`src/rtl/tsin_pkg.sv`:
```
package tsin_pkg;
   localparam logic [7:0] TS_SYNC_VALUE = 8'h47;
   localparam int unsigned TS_BYTE_W    = 8;

   typedef struct packed {
      logic [TS_BYTE_W-1:0] data;
      logic                 strb;
   } ts_beat_t;
endpackage

```
`src/rtl/tsin_sync.sv`:
```
module tsin_sync #(
   parameter int unsigned STAGES = 2
) (
   input  logic       clk,
   input  logic       rst_n,
   input  logic       fall_sel,
   input  logic       clk_in,
   input  logic [7:0] data_in,
   input  logic       strb_in,
   output logic       edge_hit,
   output logic [7:0] data_q,
   output logic       strb_q
);
   localparam int unsigned VW = 10;

   if (STAGES < 2) begin : g_bad_stages
      $error("tsin_sync: STAGES must be at least 2");
   end

   logic [STAGES-1:0][VW-1:0] chain;
   logic                      clk_last;
   logic                      clk_now;

   always_ff @(posedge clk) begin
      if (!rst_n) begin
         chain    <= '0;
         clk_last <= 1'b0;
      end else begin
         chain[0] <= {clk_in, strb_in, data_in};
         for (int i = 1; i < int'(STAGES); i++) begin
            chain[i] <= chain[i-1];
         end
         clk_last <= chain[STAGES-1][VW-1];
      end
   end

   assign clk_now  = chain[STAGES-1][VW-1];
   assign strb_q   = chain[STAGES-1][VW-2];
   assign data_q   = chain[STAGES-1][VW-3:0];
   assign edge_hit = fall_sel ? (clk_last & ~clk_now) : (~clk_last & clk_now);
endmodule

```
`src/rtl/tsin_deser.sv`:
```
module tsin_deser
   import tsin_pkg::*;
(
   input  logic       clk,
   input  logic       rst_n,
   input  logic       serial_mode,
   input  logic       enable_mode,
   input  logic       edge_hit,
   input  logic [7:0] data_q,
   input  logic       strb_q,
   output logic       beat_vld,
   output ts_beat_t   beat
);
   localparam int unsigned BIT_CW = $clog2(TS_BYTE_W);

   logic [BIT_CW-1:0]    bit_cnt;
   logic [TS_BYTE_W-2:0] shreg;
   logic                 first_strb;
   logic                 prev_bit_strb;
   logic                 realign;

   assign realign = enable_mode ? (strb_q & ~prev_bit_strb) : strb_q;

   always_ff @(posedge clk) begin
      if (!rst_n) begin
         bit_cnt       <= '0;
         shreg         <= '0;
         first_strb    <= 1'b0;
         prev_bit_strb <= 1'b0;
         beat_vld      <= 1'b0;
         beat          <= '0;
      end else begin
         beat_vld <= 1'b0;
         if (edge_hit) begin
            prev_bit_strb <= strb_q;
            if (!serial_mode) begin
               beat_vld  <= 1'b1;
               beat.data <= data_q;
               beat.strb <= strb_q;
            end else if (realign) begin
               shreg      <= {{(TS_BYTE_W-2){1'b0}}, data_q[0]};
               bit_cnt    <= BIT_CW'(1);
               first_strb <= strb_q;
            end else begin
               shreg   <= {shreg[TS_BYTE_W-3:0], data_q[0]};
               bit_cnt <= bit_cnt + BIT_CW'(1);
               if (bit_cnt == '0) begin
                  first_strb <= strb_q;
               end
               if (bit_cnt == BIT_CW'(TS_BYTE_W-1)) begin
                  beat_vld  <= 1'b1;
                  beat.data <= {shreg, data_q[0]};
                  beat.strb <= first_strb;
               end
            end
         end
      end
   end
endmodule

```
`src/rtl/tsin_framer.sv`:
```
module tsin_framer
   import tsin_pkg::*;
#(
   parameter int unsigned PKT_LEN = 188
) (
   input  logic       clk,
   input  logic       rst_n,
   input  logic       enable_mode,
   input  logic       beat_vld,
   input  ts_beat_t   beat,
   output logic [7:0] out_data,
   output logic       out_valid,
   output logic       out_sop,
   output logic       out_eop,
   output logic       pkt_short,
   output logic       sync_err,
   output logic       sync_lost
);
   localparam int unsigned CNT_W = $clog2(PKT_LEN);

   if (PKT_LEN < 2) begin : g_bad_len
      $error("tsin_framer: PKT_LEN must be at least 2");
   end

   logic [CNT_W-1:0] cnt;
   logic             in_pkt;
   logic             prev_strb;
   logic             start;
   logic             keep;

   assign start = enable_mode ? (beat.strb & ~prev_strb) : beat.strb;
   assign keep  = ~enable_mode | beat.strb;

   always_ff @(posedge clk) begin
      if (!rst_n) begin
         cnt       <= '0;
         in_pkt    <= 1'b0;
         prev_strb <= 1'b0;
         out_data  <= '0;
         out_valid <= 1'b0;
         out_sop   <= 1'b0;
         out_eop   <= 1'b0;
         pkt_short <= 1'b0;
         sync_err  <= 1'b0;
         sync_lost <= 1'b1;
      end else begin
         out_valid <= 1'b0;
         out_sop   <= 1'b0;
         out_eop   <= 1'b0;
         pkt_short <= 1'b0;
         if (beat_vld) begin
            prev_strb <= beat.strb;
            if (start) begin
               if (beat.data == TS_SYNC_VALUE) begin
                  out_valid <= 1'b1;
                  out_sop   <= 1'b1;
                  out_data  <= beat.data;
                  pkt_short <= in_pkt;
                  in_pkt    <= 1'b1;
                  cnt       <= CNT_W'(1);
                  sync_lost <= 1'b0;
               end else begin
                  sync_err  <= 1'b1;
                  sync_lost <= 1'b1;
                  in_pkt    <= 1'b0;
               end
            end else if (in_pkt && keep) begin
               out_valid <= 1'b1;
               out_data  <= beat.data;
               cnt       <= cnt + CNT_W'(1);
               if (cnt == CNT_W'(PKT_LEN-1)) begin
                  out_eop <= 1'b1;
                  in_pkt  <= 1'b0;
               end
            end
         end
      end
   end
endmodule

```
`src/rtl/tsin_receiver.sv`:
```
module tsin_receiver
   import tsin_pkg::*;
#(
   parameter int unsigned SYNC_STAGES = 2,
   parameter int unsigned PKT_LEN     = 188
) (
   input  logic       clk,
   input  logic       rst_n,
   input  logic       cfg_serial,
   input  logic       cfg_strobe_en,
   input  logic       cfg_clk_fall,
   input  logic       ts_clk,
   input  logic [7:0] ts_data,
   input  logic       ts_strobe,
   output logic [7:0] out_data,
   output logic       out_valid,
   output logic       out_sop,
   output logic       out_eop,
   output logic       pkt_short,
   output logic       sync_err,
   output logic       sync_lost
);
   logic       edge_hit;
   logic [7:0] data_q;
   logic       strb_q;
   logic       beat_vld;
   ts_beat_t   beat;

   tsin_sync #(.STAGES(SYNC_STAGES)) u_sync (
      .clk      (clk),
      .rst_n    (rst_n),
      .fall_sel (cfg_clk_fall),
      .clk_in   (ts_clk),
      .data_in  (ts_data),
      .strb_in  (ts_strobe),
      .edge_hit (edge_hit),
      .data_q   (data_q),
      .strb_q   (strb_q)
   );

   tsin_deser u_deser (
      .clk         (clk),
      .rst_n       (rst_n),
      .serial_mode (cfg_serial),
      .enable_mode (cfg_strobe_en),
      .edge_hit    (edge_hit),
      .data_q      (data_q),
      .strb_q      (strb_q),
      .beat_vld    (beat_vld),
      .beat        (beat)
   );

   tsin_framer #(.PKT_LEN(PKT_LEN)) u_framer (
      .clk         (clk),
      .rst_n       (rst_n),
      .enable_mode (cfg_strobe_en),
      .beat_vld    (beat_vld),
      .beat        (beat),
      .out_data    (out_data),
      .out_valid   (out_valid),
      .out_sop     (out_sop),
      .out_eop     (out_eop),
      .pkt_short   (pkt_short),
      .sync_err    (sync_err),
      .sync_lost   (sync_lost)
   );
endmodule

```
`config.mk`:
```
export PLATFORM = sky130hd
export DESIGN_NAME = tsin_receiver
export DESIGN_NICKNAME = d
export VERILOG_FILES = /design/src/rtl/tsin_pkg.sv /design/src/rtl/tsin_sync.sv /design/src/rtl/tsin_deser.sv /design/src/rtl/tsin_framer.sv /design/src/rtl/tsin_receiver.sv
export SDC_FILE = /design/constraint.sdc
export NUM_CORES = 1
export LEC_CHECK = 0
export BUFFER_PORTS_ARGS = -buffer_cell sky130_fd_sc_hd__buf_2
export CAP_MARGIN = 20
export CORE_MARGIN = 2
export CORE_UTILIZATION = 50
export CTS_CLUSTER_SIZE = 12
export DETAILED_ROUTE_END_ITERATION = 6
export GPL_ROUTABILITY_DRIVEN = 0
export PLACE_DENSITY = 0.72
export SLEW_MARGIN = 20
export SYNTH_ARGS = -nofsm -noshare
export SYNTH_HDL_FRONTEND = slang
export SYNTH_HIERARCHICAL = 1
export SYNTH_SLANG_ARGS = --single-unit
export TNS_END_PERCENT = 5
```
`constraint.sdc`:
```
create_clock -name clk -period 1.3 [get_ports clk]
set_input_delay 0.13 -clock clk [delete_from_list [all_inputs] [get_ports clk]]
set_output_delay 0.13 -clock clk [all_outputs]
set_load 0.02 [all_outputs]
```
# Yosys cells after proc, flatten, opt, wreduce, memory -nomap -nowiden
# Index checks and enable logic that the tools add are counted.
# Widths: inputs -> output; s select.
[totals]
reg_bits = 67
inputBits = 15
output_inout_bits = 14
wordCells = 86
[op_classes]
add_sub_neg = 2
eq_ne = 6
mux = 27
bitwise_logic = 14
n_reduce_logical = 17
[ops]
columns = ["op", "count"]
rows = [
  ["$mux 8", 6],
  ["$mux 9", 3],
  ["$reduce_and 3->1", 6],
  ["$mux 1", 16],
  ["$not 1->1", 9],
  ["$add 8x1->8 const B", 1],
  ["$eq 8x7->1 const B", 1],
  ["$eq 8x8->1 const B", 1],
  ["$reduce_and 2->1", 4],
  ["$mux 7", 1],
  ["$reduce_bool 2->1", 3],
  ["$and 1x1->1", 4],
  ["$ne 2x2->1 const B", 2],
  ["$reduce_and 4->1", 1],
  ["$reduce_or 4->1", 1],
  ["$add 3x1->3 const B", 1],
  ["$eq 3x3->1 const B", 1],
  ["$logic_not 3->1", 1],
  ["$mux 3", 1],
  ["$ne 2x1->1 const B", 1],
  ["$logic_and 1x1->1", 1],
  ["$or 1x1->1", 1],
]

# Longest topological paths before layout
[logic_depth]
ltp_word = 5
ltp_mapped = 6
mapped_depth_nobuf = 5

# Modules after synthesis
# Netlist, hierarchy kept.
[modules_own_cells]
columns = ["module", "n_inst", "cells_per_inst", "area_each_um2", "seq_area_each_um2"]
rows = [
  ["tsin_framer", 1, 125, 1166.1, 480.5],
  ["tsin_deser", 1, 114, 1037.2, 440.4],
  ["tsin_sync", 1, 55, 665.6, 420.4],
]

# Least setup slack after synthesis
# Ideal clock, no wire load.
[synth_path]
path_kind = "reg2reg"
from = "register u_deser/beat[4] (netlist name)"
to = "register u_framer.out_data[0]"
setup_time_ps = 135
t_arrival_ps = 1238
required_ps = 1165
path_slack_ps = -73
stages_incl_launch_ff = 6
n_path_buf = 1
period_less_slack_ps = 1373
cell_sequence = "dfxtp_1 nor4b_2 nand4_1 buf_6 nand3_1 a21oi_2"
[synth_via]
elab_chain_len = 3
[synth_lines]
columns = ["element", "line_no", "text"]
rows = [
  ["$eq 8x7->1", "tsin_framer.sv:54", "if (beat.data == TS_SYNC_VALUE) begin"],
  ["$ne 2x2->1 (no line)", "-", ""],
  ["$reduce_and 3->1 (no line)", "-", ""],
  ["end signal, assigned", "tsin_framer.sv:57", "out_data <= beat.data;"],
  ["end signal, assigned", "tsin_framer.sv:69", "out_data <= beat.data;"],
  ["end, declared", "tsin_framer.sv:11", "output logic [7:0] out_data,"],
]
# Every way passes these cells.
# A chain may end at the register's enable or synchronous reset.

# Worst setup path in the final report
[layout_path]
from = "register u_sync.clk_last"
to = "register u_deser/beat[4] (netlist name)"
[layout_via]
elab_chain_len = 4
word_cells_on_any_way = 5
cone_classes = "mux: 1; bitwise: 3; reduce/logical: 1"
[layout_lines]
columns = ["element", "line_no", "text"]
rows = [
  ["start, declared", "tsin_sync.sv:21", "logic clk_last;"],
  ["start signal, assigned", "tsin_sync.sv:33", "clk_last <= chain[STAGES-1][VW-1];"],
  ["$not 1->1", "tsin_sync.sv:40", "assign edge_hit = fall_sel ? (clk_last & ~clk_now) : (~clk_last & clk_now);"],
  ["$and 1x1->1", "tsin_sync.sv:40", ""],
  ["$mux 1 (*)", "tsin_sync.sv:40", ""],
  ["named net edge_hit", "tsin_receiver.sv:23", "logic edge_hit;"],
  ["$reduce_and 3->1 (no line) (*)", "-", ""],
]
# Mark *: on every way through the listed nets, which the timed path passes. The rest lies on a longest branch.

==> metrics.txt <==
# TYPE chip_impl_metric gauge
chip_impl_info{name="status",value="finished with violations"} 1
chip_impl_info{name="violated_checks",value="setup timing"} 1
chip_impl_metric{name="fp.coreArea",unit="mm^2"} 0.00554
chip_impl_metric{name="rr_worst_depth",unit=""} 6
chip_impl_metric{name="clock-skew-final",unit="ps"} 9.98
chip_impl_metric{name="internal_power",unit="mW"} 3.32
chip_impl_metric{name="relSlewSlack",unit=""} 0.655
chip_impl_metric{name="vias_per_cell",unit=""} 5.37
chip_impl_metric{name="cts.sink_count",unit=""} 67
chip_impl_metric{name="cts.reportedPaths.clkPinSlew",unit="ps"} 80
chip_impl_metric{name="placed_cells_incl_taps",unit=""} 405
chip_impl_info{name="rsz_0062_raised_after_global_routing",value="true"} 1
chip_impl_metric{name="fin_crit_sh",unit=""} 1.09
chip_impl_metric{name="grt_util_overall",unit=""} 0.208
chip_impl_metric{name="dp_hpwl",unit="um"} 4060
chip_impl_metric{name="dp_slack",unit="ps"} -144
chip_impl_metric{name="max_slew.worst_pin.slew",unit="ps"} 514
chip_impl_metric{name="buffer_ports.inserted",unit=""} 28
chip_impl_metric{name="avgRoutedWirePerCell",unit="um"} 14.3
chip_impl_info{name="critPathCaptureType",value="register"} 1
chip_impl_metric{name="p_seq_frac",unit=""} 0.489
chip_impl_metric{name="drt-pass1-iter-count",unit=""} 4
chip_impl_metric{name="h-tree-depth",unit=""} 3
chip_impl_metric{name="die_w",unit="um"} 79.8
chip_impl_metric{name="critical_path_buf_inv_count",unit=""} 2
chip_impl_metric{name="setup_total_negative_slack",unit="ps"} -1870
chip_impl_metric{name="post_layout_min_period",unit="ps"} 1420
chip_impl_metric{name="synthCells",unit=""} 294
chip_impl_metric{name="worstPathArrival",unit="ps"} 1640
chip_impl_info{name="worst_hold_path_type",value="input port to register"} 1
chip_impl_metric{name="overflow",unit=""} 0
chip_impl_info{name="mostFrequentLayoutCell",value="sky130_fd_sc_hd__dfxtp_1"} 1
chip_impl_metric{name="drc",unit=""} 0
chip_impl_metric{name="critical_path_required",unit="ps"} 1530
chip_impl_info{name="dominantRegCellSynth",value="sky130_fd_sc_hd__dfxtp_1"} 1
chip_impl_info{name="synth_area_leaders",value="sky130_fd_sc_hd__dfxtp_1, sky130_fd_sc_hd__nand2_1, sky130_fd_sc_hd__mux2i_1"} 1
chip_impl_metric{name="comb_power_share",unit=""} 0.050
chip_impl_metric{name="async_set_reset_flop_share_out_of_synthesis",unit=""} 0
chip_impl_metric{name="placed_area",unit="mm^2"} 0.00325
chip_impl_metric{name="power.net_switching",unit="mW"} 0.961
chip_impl_metric{name="grt_pass1_wl",unit="um"} 10200
chip_impl_metric{name="critical_path.max_stage_delay",unit="ps"} 330
chip_impl_metric{name="synth_edf_count",unit=""} 0
chip_impl_metric{name="grt_antenna_before_repair",unit=""} 0
chip_impl_metric{name="max_freq",unit="MHz"} 707
chip_impl_metric{name="fin_ws",unit="ps"} -115
chip_impl_metric{name="final_core_utilization",unit=""} 0.661
chip_impl_metric{name="flow.area_growth_from_synthesis",unit="%"} 27.7
chip_impl_metric{name="io_pins",unit=""} 29
chip_impl_metric{name="post_route_cells_drive_above_1_share",unit=""} 0.426
chip_impl_metric{name="num-nets-final",unit=""} 373
chip_impl_metric{name="post_synthesis_cell_area",unit="mm^2"} 0.00287
chip_impl_metric{name="hold_slack",unit="ps"} 8.14
chip_impl_metric{name="clockBufferDepth",unit=""} 2
chip_impl_metric{name="vertical_extent_of_the_die",unit="um"} 79.8
chip_impl_info{name="clock_tree_from_tritoncts",value="done"} 1
chip_impl_info{name="worst_path_max_delay_cell",value="sky130_fd_sc_hd__dfxtp_2"} 1
chip_impl_metric{name="synthesis.nets",unit=""} 313
chip_impl_metric{name="total_power",unit="mW"} 4.28
chip_impl_metric{name="design.die.area",unit="mm^2"} 0.00636
chip_impl_metric{name="drtAntennaViolNets",unit=""} 0
chip_impl_metric{name="crit_path_max_fanout",unit=""} 10
chip_impl_metric{name="hold_depth",unit=""} 2
chip_impl_info{name="crit_path_start",value="u_sync/clk_last"} 1
chip_impl_metric{name="p_clk_frac",unit=""} 0.461
chip_impl_metric{name="floorplan.rows",unit=""} 27
chip_impl_metric{name="swShare",unit=""} 0.224
chip_impl_metric{name="timing_max_transition_violations_final",unit=""} 0
chip_impl_metric{name="timing.final.hold_violations",unit=""} 0
chip_impl_metric{name="ir_drop",unit="uV"} 795
chip_impl_metric{name="layout.cells.non_filler",unit=""} 431
chip_impl_metric{name="power.leakage",unit="nW"} 1.54
chip_impl_metric{name="cts_inserted_buffers",unit=""} 9
chip_impl_metric{name="path_depth",unit=""} 6
chip_impl_info{name="cp-start-kind",value="register"} 1
chip_impl_metric{name="start_util",unit=""} 0.518
chip_impl_info{name="rr_startpoint",value="u_sync/clk_last"} 1
chip_impl_info{name="hp-start",value="ts_data[6]"} 1
chip_impl_info{name="clockRootBuffer",value="sky130_fd_sc_hd__clkbuf_8"} 1
chip_impl_metric{name="grt_pass1_vias",unit=""} 2199
chip_impl_info{name="worst-setup-path-type",value="register to register"} 1
chip_impl_metric{name="synth.top_cell.area_share",unit=""} 0.468
chip_impl_metric{name="grt_max_degree",unit=""} 27
chip_impl_metric{name="finish.instance_area",unit="mm^2"} 0.00366
chip_impl_metric{name="yosys_warnings",unit=""} 6
chip_impl_metric{name="synth.yosys.seq_area_share",unit=""} 0.468
chip_impl_metric{name="finalSetupViolCount",unit=""} 34
chip_impl_metric{name="synth_cell_type_count",unit=""} 51
chip_impl_metric{name="antenna-diode-count",unit=""} 0
chip_impl_metric{name="postSynthRegisterBits",unit=""} 67
chip_impl_metric{name="max_cap_violations",unit=""} 0
chip_impl_info{name="critical_path.cell_chain",value="nand2b_4 > o22ai_4 > inv_1 > a311o_1 > buf_12 > mux2i_1"} 1
chip_impl_metric{name="routed_wl",unit="um"} 6150
chip_impl_info{name="top_family_by_delay_on_critical_path",value="compound AO/OA/AOI/OAI gates"} 1
chip_impl_metric{name="worst_skew_pair.late_latency",unit="ps"} 340
chip_impl_metric{name="post_synth.cell_area_avg",unit="um^2"} 9.76
chip_impl_metric{name="power_per_cell_area",unit="mW/mm^2"} 1170
chip_impl_metric{name="via_count",unit=""} 2313
chip_impl_info{name="synth_top_area_cell",value="sky130_fd_sc_hd__dfxtp_1"} 1
chip_impl_info{name="final_cell_mix",value="sky130_fd_sc_hd__dfxtp_1, sky130_fd_sc_hd__nand2_1, sky130_fd_sc_hd__buf_4"} 1
chip_impl_metric{name="drt_iter0_drc",unit=""} 126
-- per-layer routing --
layer,GRT usage,vias up,part of all wire
li1,-,1142,-
met1,0.260,1103,0.45
met2,0.339,59,0.50
met3,0.0566,9,0.044
met4,0.0831,0,0.012
met5,0,-,0
-- cell families after synthesis --
group                    synth area share
AND/OR/NAND/NOR                     0.214
flip-flops                          0.468
AO/OA/AOI/OAI                       0.159
buffers and inverters              0.0724
multiplexers                       0.0698
adder cells (fa/ha/maj)            0.0174
-- power groups by stage --
stage	Sequential [mW]	Clock (mW)	Combinational, mW
floorplan	2.14	0	0.128
global placement	2.14	0	0.173
detailed placement	2.14	0	0.176
CTS	2.09	1.99	0.189
global route	2.10	2.08	0.233
finish	2.10	1.97	0.214
-- registers in the layout, indices dropped and copies added (netlist names) --
signal	count
u_sync/chain	11
u_deser/beat	9
u_framer/cnt	8
u_framer/out_data	8
u_sync/data_q	8
u_deser/shreg	7
u_deser/bit_cnt	3
u_deser/beat_vld	1
u_deser/first_strb	1
u_deser/prev_bit_strb	1
u_framer/in_pkt	1
u_framer/out_eop	1
u_framer/out_sop	1
u_framer/out_valid	1
u_framer/pkt_short	1
u_framer/prev_strb	1
u_framer/sync_err	1
u_framer/sync_lost	1
u_sync/clk_last	1
u_sync/strb_q	1
-- cells in the mapped netlist (all sizes together) (2+ instances only) --
cell and n:
dfxtp 67, nand2 35, and2 23, nand3 20
buf 19, a21oi 17, nor2 17, o21ai 12
mux2i 11, a2bb2oi 8, mux2 8, clkbuf 5
inv 5, ha 4, and3 3, nand2b 3
nor2b 3, o32ai 3, a21bo 2, a21boi 2
a31oi 2, and4 2, and4b 2, nand4 2
o21a 2, o22ai 2
-- layout make-up --
cell class,count,area (um^2)
Tap cell,72,90.1
Sequential cell,67,1350
Clock buffer,10,138
Inverter,6,22.5
Clock inverter,6,88.8
Fill cell,438,1880
Timing Repair Buffer,73,538
Multi-Input combinational cell,197,1440
-- repair_timing --
action / CTS / global route
hold buffers: 5 / 0
endpoints found under the setup margin: 37 / 43
pin swaps: 7 / 2
buffers inserted: 0 / 5
gates resized for setup: 7 / 23
endpoints found under the hold margin: 5 / 0
-- final timing paths --
check                          end  slack (ps)
hold reg to reg   u_sync/data_q[5]         430
setup reg to reg   u_deser/beat[4]        -120
hold / removal     u_sync/chain[6]           8
setup / recovery   u_deser/beat[4]        -120
Note: power is estimated with default switching activity, not from simulation.
